<file path="src/rtl/blkpipe_pkg.sv">
// Package: shared stage encodings for the block pipeline controller.
// Assumes: nothing; holds type definitions only.
package blkpipe_pkg;

    // Input side: collecting bytes, holding a full block, or in hand-over delay.
    typedef enum logic [1:0] {
        IN_LOAD = 2'd0,
        IN_FULL = 2'd1,
        IN_XFER = 2'd2
    } in_state_e;

    // Output side: no block, hand-over delay, or block available to read.
    typedef enum logic [1:0] {
        OUT_EMPTY = 2'd0,
        OUT_XFER  = 2'd1,
        OUT_FULL  = 2'd2
    } out_state_e;

endpackage

</file>
<file path="src/rtl/blkpipe_in.sv">
// Module: input staging. Assembles a block from byte writes, MSB first, and
// offers it to the processing unit. Once the unit takes the block, the flag
// stays low for XFER_CYC clocks before the next block can be written.
// Assumes: BLK_W is a multiple of BYTE_W, XFER_CYC >= 1, and alg_free is a
// same-cycle signal from the processing unit.
module blkpipe_in
    import blkpipe_pkg::*;
#(
    parameter int BLK_W    = 64,
    parameter int BYTE_W   = 8,
    parameter int XFER_CYC = 5
) (
    input  logic              clk,
    input  logic              rst_n,
    input  logic              wr_en,
    input  logic [BYTE_W-1:0] wr_data,
    input  logic              alg_free,
    output logic              in_ready,
    output logic              blk_start,
    output logic [BLK_W-1:0]  blk_data
);
    localparam int NBYTES = BLK_W / BYTE_W;
    localparam int CW     = (NBYTES > 1) ? $clog2(NBYTES) : 1;
    localparam int XW     = $clog2(XFER_CYC + 1);

    in_state_e         st_q;
    logic [CW-1:0]     cnt_q;
    logic [XW-1:0]     xcnt_q;
    logic [BLK_W-1:0]  sh_q;
    logic              wr_fire;
    logic              last_byte;
    logic              blk_ready;

    // Accept, completion and hand-over decode.
    always_comb begin
        wr_fire   = wr_en && (st_q == IN_LOAD);
        last_byte = wr_fire && (cnt_q == CW'(NBYTES - 1));
        blk_ready = last_byte || (st_q == IN_FULL);
        blk_data  = (st_q == IN_FULL) ? sh_q
                                      : {sh_q[BLK_W-BYTE_W-1:0], wr_data};
        blk_start = blk_ready && alg_free;
        in_ready  = (st_q == IN_LOAD);
    end

    // State, byte counter, shift register and transfer delay counter.
    always_ff @(posedge clk) begin
        if (!rst_n) begin
            st_q   <= IN_LOAD;
            cnt_q  <= '0;
            xcnt_q <= '0;
            sh_q   <= '0;
        end else begin
            case (st_q)
                IN_LOAD: begin
                    if (wr_fire) begin
                        sh_q <= blk_data;
                        if (last_byte) begin
                            cnt_q <= '0;
                            if (blk_start) begin
                                st_q   <= IN_XFER;
                                xcnt_q <= XW'(XFER_CYC - 1);
                            end else begin
                                st_q <= IN_FULL;
                            end
                        end else begin
                            cnt_q <= cnt_q + 1'b1;
                        end
                    end
                end
                IN_FULL: begin
                    if (blk_start) begin
                        st_q   <= IN_XFER;
                        xcnt_q <= XW'(XFER_CYC - 1);
                    end
                end
                IN_XFER: begin
                    if (xcnt_q == '0) st_q <= IN_LOAD;
                    else              xcnt_q <= xcnt_q - 1'b1;
                end
                default: st_q <= IN_LOAD;
            endcase
        end
    end


    in_fall_chk: assert property (@(posedge clk) disable iff (!rst_n)
        $fell(in_ready) |-> $past(wr_en && (cnt_q == CW'(NBYTES - 1))));


    in_ignore_chk: assert property (@(posedge clk) disable iff (!rst_n)
        (wr_en && !in_ready) |=> $stable(sh_q));

endmodule

</file>
<file path="src/rtl/blkpipe_alg.sv">
// Module: stand-in processing unit with a fixed latency of ALG_LAT clocks.
// It computes rotl(din ^ KEY, ROT) when it takes a block, finishes ALG_LAT
// clocks later, and holds the result until the output side can take it.
// Assumes: start is asserted only while free is high; 0 <= ROT < BLK_W.
module blkpipe_alg #(
    parameter int              BLK_W   = 64,
    parameter int              ALG_LAT = 18,
    parameter int              ROT     = 8,
    parameter logic [BLK_W-1:0] KEY    = 64'hA5C3_0F96_5A3C_F069
) (
    input  logic             clk,
    input  logic             rst_n,
    input  logic             start,
    input  logic [BLK_W-1:0] din,
    input  logic             out_free,
    output logic             free,
    output logic             handoff,
    output logic [BLK_W-1:0] dout
);
    localparam int LW = $clog2(ALG_LAT + 1);

    logic             run_q;
    logic [LW-1:0]    cnt_q;
    logic [BLK_W-1:0] data_q;
    logic [BLK_W-1:0] mixed;
    logic [BLK_W-1:0] xf;
    logic             done;

    // Key mix ahead of the rotation.
    always_comb mixed = din ^ KEY;

    // The rotate amount picks between a plain pass and a rotation.
    generate
        if (ROT == 0) begin : g_norot
            always_comb xf = mixed;
        end else begin : g_rot
            always_comb xf = (mixed << ROT) | (mixed >> (BLK_W - ROT));
        end
    endgenerate

    // Completion and hand-over decode.
    always_comb begin
        done    = run_q && (cnt_q == '0);
        handoff = done && out_free;
        free    = !run_q || handoff;
        dout    = data_q;
    end

    // Busy flag, latency counter and result register.
    always_ff @(posedge clk) begin
        if (!rst_n) begin
            run_q  <= 1'b0;
            cnt_q  <= '0;
            data_q <= '0;
        end else if (start) begin
            run_q  <= 1'b1;
            cnt_q  <= LW'(ALG_LAT - 1);
            data_q <= xf;
        end else if (handoff) begin
            run_q <= 1'b0;
        end else if (run_q && (cnt_q != '0)) begin
            cnt_q <= cnt_q - 1'b1;
        end
    end

    // Checker counter: clocks since the last start, saturating.
    logic [LW-1:0] since_q;
    always_ff @(posedge clk) begin
        if (!rst_n)                        since_q <= LW'(ALG_LAT);
        else if (start)                    since_q <= '0;
        else if (since_q != LW'(ALG_LAT))  since_q <= since_q + 1'b1;
    end


    alg_latency_chk: assert property (@(posedge clk) disable iff (!rst_n)
        $rose(done) |-> (since_q == LW'(ALG_LAT - 1)));


    alg_hold_chk: assert property (@(posedge clk) disable iff (!rst_n)
        (done && !out_free && !start) |=> (done && $stable(dout)));

endmodule

</file>
<file path="src/rtl/blkpipe_out.sv">
// Module: output staging. Takes a finished block, waits XFER_CYC clocks,
// then serves it MSB first, one byte per accepted read, on a registered
// output.
// Assumes: load is asserted only while empty is high; XFER_CYC >= 1.
module blkpipe_out
    import blkpipe_pkg::*;
#(
    parameter int BLK_W    = 64,
    parameter int BYTE_W   = 8,
    parameter int XFER_CYC = 5
) (
    input  logic              clk,
    input  logic              rst_n,
    input  logic              load,
    input  logic [BLK_W-1:0]  din,
    input  logic              rd_en,
    output logic              empty,
    output logic              out_ready,
    output logic [BYTE_W-1:0] rd_data
);
    localparam int NBYTES = BLK_W / BYTE_W;
    localparam int CW     = (NBYTES > 1) ? $clog2(NBYTES) : 1;
    localparam int XW     = $clog2(XFER_CYC + 1);

    out_state_e        st_q;
    logic [BLK_W-1:0]  oreg_q;
    logic [CW-1:0]     cnt_q;
    logic [XW-1:0]     xcnt_q;
    logic [BYTE_W-1:0] rd_q;
    logic              rd_fire;

    // Flag and accept decode.
    always_comb begin
        empty     = (st_q == OUT_EMPTY);
        out_ready = (st_q == OUT_FULL);
        rd_fire   = rd_en && (st_q == OUT_FULL);
        rd_data   = rd_q;
    end

    // State, holding register, read counter and registered byte output.
    always_ff @(posedge clk) begin
        if (!rst_n) begin
            st_q   <= OUT_EMPTY;
            oreg_q <= '0;
            cnt_q  <= '0;
            xcnt_q <= '0;
            rd_q   <= '0;
        end else begin
            case (st_q)
                OUT_EMPTY: begin
                    if (load) begin
                        oreg_q <= din;
                        xcnt_q <= XW'(XFER_CYC - 1);
                        st_q   <= OUT_XFER;
                    end
                end
                OUT_XFER: begin
                    if (xcnt_q == '0) begin
                        st_q  <= OUT_FULL;
                        cnt_q <= '0;
                    end else begin
                        xcnt_q <= xcnt_q - 1'b1;
                    end
                end
                OUT_FULL: begin
                    if (rd_fire) begin
                        rd_q   <= oreg_q[BLK_W-1 -: BYTE_W];
                        oreg_q <= oreg_q << BYTE_W;
                        if (cnt_q == CW'(NBYTES - 1)) begin
                            st_q  <= OUT_EMPTY;
                            cnt_q <= '0;
                        end else begin
                            cnt_q <= cnt_q + 1'b1;
                        end
                    end
                end
                default: st_q <= OUT_EMPTY;
            endcase
        end
    end


    rd_hold_chk: assert property (@(posedge clk) disable iff (!rst_n)
        (rd_en && !out_ready) |=> $stable(rd_data));


    out_fall_chk: assert property (@(posedge clk) disable iff (!rst_n)
        $fell(out_ready) |-> $past(rd_en));


    load_empty_chk: assert property (@(posedge clk) disable iff (!rst_n)
        load |-> empty);

endmodule

</file>
<file path="src/rtl/blkpipe_ctrl.sv">
// Module: top of the overlapped byte-serial block pipeline. It connects the
// input staging, the processing stand-in and the output staging so that all
// three stages can work on different blocks at once.
// Assumes: one clock domain; a synchronous active-low reset.
module blkpipe_ctrl #(
    parameter int              BLK_W    = 64,
    parameter int              BYTE_W   = 8,
    parameter int              XFER_CYC = 5,
    parameter int              ALG_LAT  = 18,
    parameter int              ROT      = 8,
    parameter logic [BLK_W-1:0] KEY     = 64'hA5C3_0F96_5A3C_F069
) (
    input  logic              clk,
    input  logic              rst_n,
    input  logic              wr_en,
    input  logic [BYTE_W-1:0] wr_data,
    output logic              in_ready,
    input  logic              rd_en,
    output logic [BYTE_W-1:0] rd_data,
    output logic              out_ready
);
    localparam int AW = $clog2(XFER_CYC + 2);

    logic             alg_free;
    logic             alg_start;
    logic [BLK_W-1:0] in_blk;
    logic             out_empty;
    logic             handoff;
    logic [BLK_W-1:0] alg_out;

    blkpipe_in #(.BLK_W(BLK_W), .BYTE_W(BYTE_W), .XFER_CYC(XFER_CYC)) u_in (
        .clk       (clk),
        .rst_n     (rst_n),
        .wr_en     (wr_en),
        .wr_data   (wr_data),
        .alg_free  (alg_free),
        .in_ready  (in_ready),
        .blk_start (alg_start),
        .blk_data  (in_blk)
    );

    blkpipe_alg #(.BLK_W(BLK_W), .ALG_LAT(ALG_LAT), .ROT(ROT), .KEY(KEY)) u_alg (
        .clk      (clk),
        .rst_n    (rst_n),
        .start    (alg_start),
        .din      (in_blk),
        .out_free (out_empty),
        .free     (alg_free),
        .handoff  (handoff),
        .dout     (alg_out)
    );

    blkpipe_out #(.BLK_W(BLK_W), .BYTE_W(BYTE_W), .XFER_CYC(XFER_CYC)) u_out (
        .clk       (clk),
        .rst_n     (rst_n),
        .load      (handoff),
        .din       (alg_out),
        .rd_en     (rd_en),
        .empty     (out_empty),
        .out_ready (out_ready),
        .rd_data   (rd_data)
    );

    // Checker counters: clocks since each hand-over, saturating.
    logic [AW-1:0] in_age_q;
    logic [AW-1:0] out_age_q;
    always_ff @(posedge clk) begin
        if (!rst_n) begin
            in_age_q  <= AW'(XFER_CYC + 1);
            out_age_q <= AW'(XFER_CYC + 1);
        end else begin
            if (alg_start)                          in_age_q <= '0;
            else if (in_age_q != AW'(XFER_CYC + 1)) in_age_q <= in_age_q + 1'b1;
            if (handoff)                             out_age_q <= '0;
            else if (out_age_q != AW'(XFER_CYC + 1)) out_age_q <= out_age_q + 1'b1;
        end
    end


    in_rise_chk: assert property (@(posedge clk) disable iff (!rst_n)
        $rose(in_ready) |-> (in_age_q == AW'(XFER_CYC)));


    out_rise_chk: assert property (@(posedge clk) disable iff (!rst_n)
        $rose(out_ready) |-> (out_age_q == AW'(XFER_CYC)));

endmodule

</file>
<file path="config.mk">
export PLATFORM = sky130hd
export DESIGN_NAME = blkpipe_ctrl
export DESIGN_NICKNAME = d
export VERILOG_FILES = /design/src/rtl/blkpipe_pkg.sv /design/src/rtl/blkpipe_in.sv /design/src/rtl/blkpipe_alg.sv /design/src/rtl/blkpipe_out.sv /design/src/rtl/blkpipe_ctrl.sv
export SDC_FILE = /design/constraint.sdc
export NUM_CORES = 1
export LEC_CHECK = 0
export ABC_CLOCK_PERIOD_IN_PS = 4000
export BUFFER_PORTS_ARGS = -buffer_cell sky130_fd_sc_hd__clkbuf_2
export CORE_ASPECT_RATIO = 0.6
export CORE_MARGIN = 10
export CORE_UTILIZATION = 40
export DETAILED_ROUTE_END_ITERATION = 8
export GPL_ROUTABILITY_DRIVEN = 1
export MAX_ROUTING_LAYER = met4
export SLEW_MARGIN = 5
export SYNTH_ARGS = -nofsm -noshare
export SYNTH_HDL_FRONTEND = slang
export SYNTH_SLANG_ARGS = --single-unit
</file>
<file path="constraint.sdc">
create_clock -name clk -period 4 [get_ports clk]
set_input_delay 0.2 -clock clk [delete_from_list [all_inputs] [get_ports clk]]
set_output_delay 0.2 -clock clk [all_outputs]
set_load 0.02 [all_outputs]
</file>
# ---- Yosys cells after proc, flatten, opt, wreduce, memory -nomap -nowiden
# Cells that the tools add are included.
dict set report classes {
  magnitude_cmp 0
  n_bitwise 4
  n_div 0
  add_sub_neg 5
  reduce_logical 33
  mul 0
  n_eq_ne 17
  n_shift 0
  muxes 33
}
# op count
set ops {}
lappend ops {{2-to-1 mux 64 bit} 3}
lappend ops {{one-hot mux 64 bit (2 select lines)} 1}
lappend ops {{OR 64 x 8 -> 64 bit} 1}
lappend ops {{inverter 32 bit} 1}
lappend ops {{2-to-1 mux 3 bit} 10}
lappend ops {{2-to-1 mux 2 bit} 9}
lappend ops {{2-to-1 mux 5 bit} 3}
lappend ops {{inequality test 2 x 1 -> 1 bit, second input constant} 6}
lappend ops {{one-hot mux 2 bit (3 select lines)} 2}
lappend ops {{one-hot mux 3 bit (2 select lines)} 2}
lappend ops {{AND reduction 4 bit} 3}
lappend ops {{inequality test 2 bit, second input constant} 5}
lappend ops {{nonzero test 2 bit} 5}
lappend ops {{one-hot mux 3 bit (3 select lines)} 1}
lappend ops {{AND reduction 3 bit} 3}
lappend ops {{AND reduction 2 bit} 4}
lappend ops {{logical AND 1 bit} 7}
lappend ops {{adder 3 x 1 -> 3 bit, second input constant} 2}
lappend ops {{== test 3 bit, second input constant} 2}
lappend ops {{logical NOT 3 bit} 2}
lappend ops {{subtractor 3 x 1 -> 3 bit, second input constant} 2}
lappend ops {{logical NOT 5 bit} 1}
lappend ops {{nonzero test 5 bit} 1}
lappend ops {{subtractor 5 x 1 -> 5 bit, second input constant} 1}
lappend ops {{other kinds (9)} 15}
dict set report word_totals {
  register_bits 222
  romBits 0
  mem_bits_rw 0
  word_cells 105
  in_bits 12
  latchBits 0
  mem_count 0
  output_inout_bits 10
}

# ---- Depth between registers and ports, before layout
# Gate-level depths: netlist of the first run.
dict set report depth {
  word_depth 9
  depth_mapped 9
  depth_no_buf 7
}

# ---- Hierarchy
# From an unflattened synthesis of the first run, not the netlist that was laid out.
dict set report hier_totals {
  cells_unflattened 954
  area_unflattened_um2 9339.0
}
# module area_each_um2 cells_each seq_area_each_um2 instances
set modules_own_cells {}
lappend modules_own_cells {blkpipe_out 3402.0 317 1601.5 1}
lappend modules_own_cells {blkpipe_in 3311.9 391 1441.4 1}
lappend modules_own_cells {blkpipe_alg 2625.0 246 1401.3 1}

# ---- Least setup slack after synthesis of the first run
# Ideal clock, no wire load.
dict set report synth_path {
  path_type {register to register}
  start {register u_alg.cnt_q[0]}
  end {register u_out.xcnt_q[2]}
  stages_incl_launch_ff 9
  slack_ns 1.941
  n_path_buf 3
  setup_ns 0.095
  required_ns 3.905
  t_arrival_ns 1.963
  synth_period_minus_slack_ns 2.059
  cell_sequence {dfxtp_1 > inv_1 > ha_1 > or4b_1 > buf_2 > or3_1 > buf_2 > buf_6 > a221oi_1}
}
dict set report synth_via {
  elab_chain_cells 5
}
# element line_no
set synth_rtl {}
lappend synth_rtl {{from (decl)} blkpipe_alg.sv:23} ;# logic [LW-1:0] cnt_q;
lappend synth_rtl {{from (signal assigned)} blkpipe_alg.sv:57} ;# cnt_q <= LW'(ALG_LAT - 1);
lappend synth_rtl {{from (signal assigned)} blkpipe_alg.sv:62} ;# cnt_q <= cnt_q - 1'b1;
lappend synth_rtl {{logical NOT 5 bit} blkpipe_alg.sv:43} ;# done = run_q && (cnt_q == '0);
lappend synth_rtl {{logical AND 1 bit} blkpipe_alg.sv:43}
lappend synth_rtl {{logical AND 1 bit} blkpipe_alg.sv:44} ;# handoff = done && out_free;
lappend synth_rtl {{inequality test 2 bit (no line)} -}
lappend synth_rtl {{AND reduction 3 bit (no line)} -}
lappend synth_rtl {{to (signal assigned)} blkpipe_out.sv:53} ;# xcnt_q <= XW'(XFER_CYC - 1);
lappend synth_rtl {{to (signal assigned)} blkpipe_out.sv:62} ;# xcnt_q <= xcnt_q - 1'b1;
lappend synth_rtl {{to (decl)} blkpipe_out.sv:28} ;# logic [XW-1:0] xcnt_q;
# Every way passes these cells.
# A chain may end at the register's enable or synchronous reset.

# ---- Final worst setup path of the first run
dict set report layout_path {
  start {register u_alg.cnt_q[0]}
  end {register u_in.xcnt_q[2]}
}
dict set report layout_via {
  elab_chain_cells 9
}
# element line_no
set layout_rtl {}
lappend layout_rtl {{logical NOT 5 bit (*)} blkpipe_alg.sv:43}
lappend layout_rtl {{logical AND 1 bit (*)} blkpipe_alg.sv:43}
lappend layout_rtl {{logical AND 1 bit (*)} blkpipe_alg.sv:44}
lappend layout_rtl {{logical OR 1 bit (*)} blkpipe_alg.sv:45} ;# free = !run_q || handoff;
lappend layout_rtl {{logical AND 1 bit (*)} blkpipe_in.sv:41} ;# blk_start = blk_ready && alg_free;
lappend layout_rtl {{2-to-1 mux 3 bit (*)} -}
lappend layout_rtl {{2-to-1 mux 3 bit (2 in series)} -}
lappend layout_rtl {{one-hot mux 3 bit (3 select lines) (*)} -}
lappend layout_rtl {{to (signal assigned)} blkpipe_in.sv:61} ;# xcnt_q <= XW'(XFER_CYC - 1);
lappend layout_rtl {{to (signal assigned)} blkpipe_in.sv:73} ;# xcnt_q <= XW'(XFER_CYC - 1);
lappend layout_rtl {{to (signal assigned)} blkpipe_in.sv:78} ;# else xcnt_q <= xcnt_q - 1'b1;
lappend layout_rtl {{to (decl)} blkpipe_in.sv:28} ;# logic [XW-1:0] xcnt_q;
# Mark *: on every way between the ends. The rest lies on a longest branch, timed or not. The select of a mux whose other input is x is not followed.

==> results.toml, run 1 <==
[floorplan]
fp.dieArea_mm2 = 0.0300
floorplan.initialDensity_pct = 40.5
die_w_um = 217
ioPinCount = 22
rows = 43
chipHeight_um = 138
design.core.area_mm2 = 0.0230

[route]
post-route-drc-count = 0
detailroute.via_count = 7417
routed_wirelength_um = 22500
vias_per_cell = 5.29
dr.pass1.iters = 7
wl_per_cell_um = 16.1
dr.first_iter.drc_count = 628
route.antenna.remaining_nets = 0

[worst_setup_path]
critical_path_arrival_ps = 3180
cp.required_ps = 4430
path_max_fanout = 26
cp-start-kind = "register"
timing.setup.critical_path_class = "register to register"
critPathCaptureType = "register"

[synthesis]
syn_avg_cell_area_um2 = 8.40
synthesis.yosys.warnings = 0
syn_inst = 1109
postSynthRegisterBits = 222
synth_seq_area_share_pct = 47.7
synthesis.nets = 1130
synth_top_area_cell = "dfxtp_1"
ys_dominant_reg_cell = "dfxtp_1"
synthesis.area_mm2 = 0.00931
synth_largest_type_area_fraction_pct = 47.7
synthDistinctLibCells = 43
synthArstFlopShare_pct = 0
synth_edf_count = 0
netlist_top_cells_area = "dfxtp_1, nand2_1, mux2i_1, a311oi_1, a21oi_1"

[clock_tree]
clkLatencyLatePin_ps = 500
cts.repair_timing.setup_buffer_count = 0
h_tree_depth_reported_by_cts = 1
cts_buffer_depth = 3
cts_made_buffers = 21
cts_tree = "built"
clock-sinks = 222
clockRootBuffer = "clkbuf_16"
cts.reportedPaths.clkPinSlew_ps = 60

[global_routing]
grt_pass1_wl_um = 37400
grt_overflow = 0
grt_antenna_before_repair = 0
global_route.usage.total_pct = 15.2
first_global_vias = 6842
grt_start_max_net_pins = 113

[timing]
hold-worst-slack_ps = 83.2
grt_setup_unrepaired = "false"
maxSlewHeadroom_pct = 25.5
finalWorstSetupSlack_ps = 1250
post_route_clock_period_utilization_pct = 68.7
slew_viol_final = 0
finalSetupTns_ps = 0
worstMarginPinSlew_ps = 1120
setup_viol = 0
max_freq_ghz = 0.364
finalClockSkew_ps = 15.2
min_period_ps = 2750
hold_vio_cnt_final = 0

[placed_design]
port_buffers = 21
dpl-instance-area_mm2 = 0.00956
post-place-ws_ps = 1270
hpwl_um = 12900
gpl.final_weighted_congestion = 0.775

[min_path]
hold_path.class = "primary input to register"

[pwr]
leakage_nw = 4.11
irDropWorstVdd_mv = 0.250
power.density_cell_area_mw_per_mm2 = 406

[cells_and_area]
syn2layout_area_growth_pct = 9.92
design_area_mm2 = 0.0102
fillCellCount = 2320
post_route_cells_drive_above_1_share_pct = 6.89
post-route-util_pct = 44.6
antenna_diode_count = 0
finish.net_count = 1098

[job]
max_cap_viol_count = 0

[outcome]
run_status = "finished, final reports clean"
where the power goes:
part           total (mW)  internal (mW)  switching, mW
combinational       0.109         0.0277         0.0811
clock                1.82           1.00          0.812
sequential           2.23           2.22         0.0114
total                4.16           3.25          0.905
flip-flops by register name, indices dropped and copies added (netlist names):
signal	count
u_alg.dout	64
u_out.cnt_q	3
u_in.sh_q	64
u_in.xcnt_q	3
u_out.rd_data	8
u_out.oreg_q	64
u_alg.cnt_q	5
u_out.xcnt_q	3
u_alg.run_q	1
u_out.st_q	2
u_in.st_q	2
u_in.cnt_q	3
per-stage QoR:
step,power (mW),instances
after CTS,4.20,1403
after global placement,2.38,1361
final,4.16,1403
after floorplan,2.35,1109
after detailed placement,2.39,1361
after global routing,4.31,1403
cells in the mapped netlist (2+ instances only):
| cell type | number |
|---|---|
| buf_1 | 2 |
| dfxtp_1 | 222 |
| nor2_1 | 78 |
| nand2b_1 | 3 |
| o21a_1 | 3 |
| a21oi_1 | 83 |
| a311oi_1 | 56 |
| nand3b_1 | 2 |
| mux2i_1 | 72 |
| a22oi_1 | 2 |
| or3b_2 | 2 |
| xor2_1 | 2 |
| and3_1 | 3 |
| nand4_1 | 33 |
| or3_1 | 2 |
| buf_2 | 22 |
| inv_1 | 10 |
| nand3_1 | 35 |
| and2_1 | 9 |
| nor3b_1 | 3 |
| ha_1 | 9 |
| o31ai_1 | 2 |
| nor3_1 | 5 |
| nand2_1 | 293 |
| buf_4 | 8 |
| clkbuf_1 | 67 |
| o21ai_0 | 33 |
| and3b_1 | 2 |
| o211a_1 | 32 |
final timing paths:
check	startpoint	to	slack [ps]	cells after the start
worst min register to register	u_out.oreg_q[56]$_SDFFE_PN0P_	u_out.rd_data[0]$_SDFFE_PN0P_	450	2
worst min-delay path	rd_en	u_out.st_q[1]$_SDFFE_PN0P_	80	3
worst max-delay path	u_alg.cnt_q[0]$_SDFFE_PN0P_	u_in.xcnt_q[2]$_SDFFE_PN0P_	1250	7
worst max register to register	u_alg.cnt_q[0]$_SDFFE_PN0P_	u_in.xcnt_q[2]$_SDFFE_PN0P_	1250	7
per-layer routing:
| metal | wire length [um] | track usage, % |
|---|---|---|
| met3 | 936 | 2.09 |
| met5 | 0 | - |
| met4 | 291 | 2.60 |
| met1 | 12800 | 23.5 |
| met2 | 8510 | 20.2 |
layout make-up:
type / count / area, um2 / area share, %
sequential: 222 / 4440 / 43.4
multi-input combinational: 776 / 4420 / 43.2
clock buffer: 31 / 583 / 5.70
tap: 315 / 394 / 3.85
timing repair buffer: 45 / 333 / 3.25
inverter: 11 / 43.8 / 0.428
clock inverter: 3 / 15.0 / 0.147
critical path, stage by stage (launching register included):
cell	delay, ps
dfxtp_1	310
inv_1	80
ha_1	180
or4b_1	640
o21ai_4	630
buf_4	410
o22a_1	250
o2111a_1	170
timing repair:
| action | CTS | global route |
|---|---|---|
| resized for setup | 0 | 0 |
| setup endpoints to repair | 0 | 0 |
| hold endpoints to repair | 8 | 0 |
| hold buffers | 8 | 0 |
cells in the final DEF, fill, tap and decap left out, drive strengths merged, types with 11 or more instances in the layout:
cell | Yosys | layout
nand2 | 293 | 293
a311oi | 56 | 56
clkbuf | 67 | 51
o21ai | 34 | 34
inv | 11 | 11
a21oi | 83 | 83
nor2 | 78 | 78
dfxtp | 222 | 222
nand4 | 33 | 33
buf | 33 | 17
nand3 | 35 | 35
o211a | 32 | 32
mux2i | 72 | 72
cells by family (layout without fill, tap and decap cells):
group / Yosys count / count (layout) / synth area share [%]
flops: 222 / 222 / 47.7
buf+inv: 111 / 90 / 5.17
xor+xnor: 3 / 3 / 0.282
mux: 72 / 72 / 7.74
compound gates: 218 / 218 / 16.3
fa+ha+maj: 9 / 9 / 1.21
simple gates: 474 / 474 / 21.6
Note: power is estimated with default switching activity, not from simulation.
==> run 2: changes to the inputs <==
ABC_AREA = 1   (was unset)
ABC_CLOCK_PERIOD_IN_PS = 2800   (was 4000)
clock period = 2.8 ns   (was 4 ns; I/O delays follow)
==> results.toml, run 2 <==
[timing]
finalClockSkew_ps = 7.47
hold_vio_cnt_final = 0
worstMarginPinSlew_ps = 696
post_route_clock_period_utilization_pct = 68.8
min_period_ps = 1930
finalWorstSetupSlack_ps = 874
finalSetupTns_ps = 0
grt_setup_unrepaired = "false"
setup_viol = 0
slew_viol_final = 0
maxSlewHeadroom_pct = 53.6
max_freq_ghz = 0.519

[pwr]
power_report.internal_total_mw = 5.18
pwr-share-clk_pct = 46.3
irDropWorstVdd_mv = 0.366
share_comb_of_total_power_pct = 4.6
power.density_cell_area_mw_per_mm2 = 646
total_power_mw = 6.67
power.share.switching_pct = 22.3
leakage_nw = 4.59
net_switching_power_of_the_design_mw = 1.48
power.share.sequential_pct = 49.1

[global_routing]
globalRouteMet2Util_pct = 23.2
grt_start_max_net_pins = 144
grt_overflow = 0
global_route_layer_with_the_greatest_usage = "met2"
grt_util_met1_pct = 21.2
grt_antenna_before_repair = 0
first_global_vias = 7579
grt_pass1_wl_um = 38200
globalRouteMet3Util_pct = 2.20
global_route.usage.total_pct = 15.2

[route]
routed_wirelength_um = 22100
route.antenna.remaining_nets = 0
dr.pass1.iters = 5
vias_per_cell = 4.91
wl_per_cell_um = 13.8
detailroute.via_count = 7851
post-route-drc-count = 0
dr.first_iter.drc_count = 487

[placed_design]
post-place-ws_ps = 905
dpl-instance-area_mm2 = 0.00952
hpwl_um = 12800
port_buffers = 21
gpl.final_weighted_congestion = 0.754

[cells_and_area]
post_route_cells_drive_above_1_share_pct = 7.01
design_area_mm2 = 0.0103
fillCellCount = 2395
final_common_cell = "nand2_1"
post-route-util_pct = 44.9
antenna_diode_count = 0
syn2layout_area_growth_pct = 11.0
mostFrequentLayoutCells = "nand2_1, nor2_1, dfxtp_1, o21ai_0, a21oi_1"
finish.net_count = 1289

[clock_tree]
cts_buffer_depth = 3
post_cts_resized = 0
cts.repair_timing.setup_buffer_count = 0
cts_made_buffers = 22
cts_tree = "built"
count_of_hold_fix_buffers_inserted_at_cts = 3
clockRootBuffer = "clkbuf_16"
cts.reportedPaths.clkPinSlew_ps = 70
clock-sinks = 222
clkLatencyLatePin_ps = 500
h_tree_depth_reported_by_cts = 1

[worst_setup_path]
reg2reg_from = "u_in.cnt_q[0]$_SDFFE_PN0P_"
path_max_fanout = 51
setup.reg_to_reg.worst_slack_ps = 870
cp-start-kind = "register"
reg2regPathDepth = 8
critPathCaptureType = "register"
critical_path_arrival_ps = 2360
crit_family = "buffers and inverters"
critical_path.cell_chain = "ha_1 -> ha_1 -> nand2_1 -> nand2_1 -> nand2_2 -> buf_4 -> o21ai_0 -> nor2_1"
timing.setup.critical_path_class = "register to register"
critPathSlowestCell = "buf_4"
timing.rr.end = "u_alg.dout[34]$_SDFFE_PN0P_"
critical_path.n_buffers_inverters = 1
cp_slowest_stage_delay_ps = 480
cp.required_ps = 3240

[min_path]
hold_path.class = "primary input to register"
timing.hold.worst.start = "rd_en"
hold_path_end = "u_out.st_q[1]$_SDFFE_PN0P_"
hold_path_depth = 4

[synthesis]
synth_largest_type_area_fraction_pct = 47.9
library_cell_with_the_highest_instance_count_after_synthesis = "nand2_1"
syn_inst = 1294
postSynthRegisterBits = 222
synth_seq_area_share_pct = 47.9
synthArstFlopShare_pct = 0
synth_edf_count = 0
synthesis.nets = 1315
synthDistinctLibCells = 30
synthesis.yosys.warnings = 0
syn_avg_cell_area_um2 = 7.18
netlist_top_cells_area = "dfxtp_1, nand2_1, nor2_1, o21ai_0, a21oi_1"
ys_dominant_reg_cell = "dfxtp_1"
synth_top_area_cell = "dfxtp_1"
synthesis.area_mm2 = 0.00929
yosys-top-cells-count = "nand2_1, nor2_1, dfxtp_1"

[floorplan]
floorplan.initialDensity_pct = 40.4
ioPinCount = 22
die_w_um = 217
chipHeight_um = 138
design.core.area_mm2 = 0.0230
rows = 43
fp.dieArea_mm2 = 0.0299

[job]
max_cap_viol_count = 0

[outcome]
run_status = "finished, final reports clean"
## run 2: logic make-up (layout without fill, tap and decap cells)
| group | count (synthesis) | after routing | synth area share [%] |
|---|---|---|---|
| xor gates and xnor gates | 2 | 2 | 0.189 |
| adders and majority gates | 9 | 9 | 1.21 |
| muxes | 14 | 14 | 1.51 |
| AOI/OAI and AO/OA | 310 | 310 | 17.7 |
| buffers and inverters | 151 | 140 | 7.44 |
| and+or+nand+nor | 586 | 586 | 24.1 |
| DFF | 222 | 222 | 47.9 |
## run 2: worst max path at each step
stage | cells after the start | startpoint | slack (ps) | endpoint
6_report | 8 | u_in.cnt_q[0]$_SDFFE_PN0P_ | 870 | u_alg.dout[34]$_SDFFE_PN0P_
5_1_grt | 10 | u_in.st_q[0]$_SDFFE_PN0P_ | 670 | u_alg.dout[27]$_SDFFE_PN0P_
4_1_cts | 8 | u_in.cnt_q[0]$_SDFFE_PN0P_ | 870 | u_alg.dout[1]$_SDFFE_PN0P_
3_5_place_dp | 8 | u_in.cnt_q[0]$_SDFFE_PN0P_ | 910 | u_alg.dout[1]$_SDFFE_PN0P_
3_3_place_gp | 8 | u_in.cnt_q[0]$_SDFFE_PN0P_ | 880 | u_alg.dout[1]$_SDFFE_PN0P_
2_1_floorplan | 10 | u_alg.cnt_q[0]$_SDFFE_PN0P_ | 1300 | u_out.oreg_q[14]$_SDFFE_PN0P_
## run 2: tightest hold or removal path, cell delays in order
cell	delay (ps)
clkbuf_2	100
inv_1	60
o21ai_0	70
a21oi_1	110
## run 2: metal layers
layer | vias to the layer above | part of all wire (%)
met4 | 0 | 1.3
li1 | 4118 | -
met3 | 21 | 3.2
met5 | - | 0
met2 | 89 | 41
met1 | 3623 | 54
## run 2: area by class of cell
| cell class | count | area (um2) | area share (%) |
|---|---|---|---|
| clock inverters | 7 | 91.3 | 0.886 |
| flip-flops and latches | 222 | 4440 | 43.1 |
| well taps | 315 | 394 | 3.82 |
| repair buffers | 39 | 313 | 3.03 |
| inverters | 62 | 233 | 2.26 |
| clock buffers | 32 | 669 | 6.49 |
| multi-input cells | 921 | 4170 | 40.4 |
## run 2: power by group through the flow
stage	registers (mW)	logic, mW	clock network (mW)
after floorplan	3.33	0.230	0
after global placement	3.34	0.298	0
after detailed placement	3.34	0.301	0
after CTS	3.27	0.306	3.18
after global routing	3.28	0.355	3.30
final	3.27	0.305	3.09
## run 2: metrics by stage
| stage | hold slack, ps | instances |
|---|---|---|
| after floorplan | 344 | 1294 |
| after global placement | 420 | 1556 |
| after CTS | 4.62 | 1598 |
| after detailed placement | 431 | 1556 |
| after global routing | 61.9 | 1598 |
| final | 20.3 | 1598 |
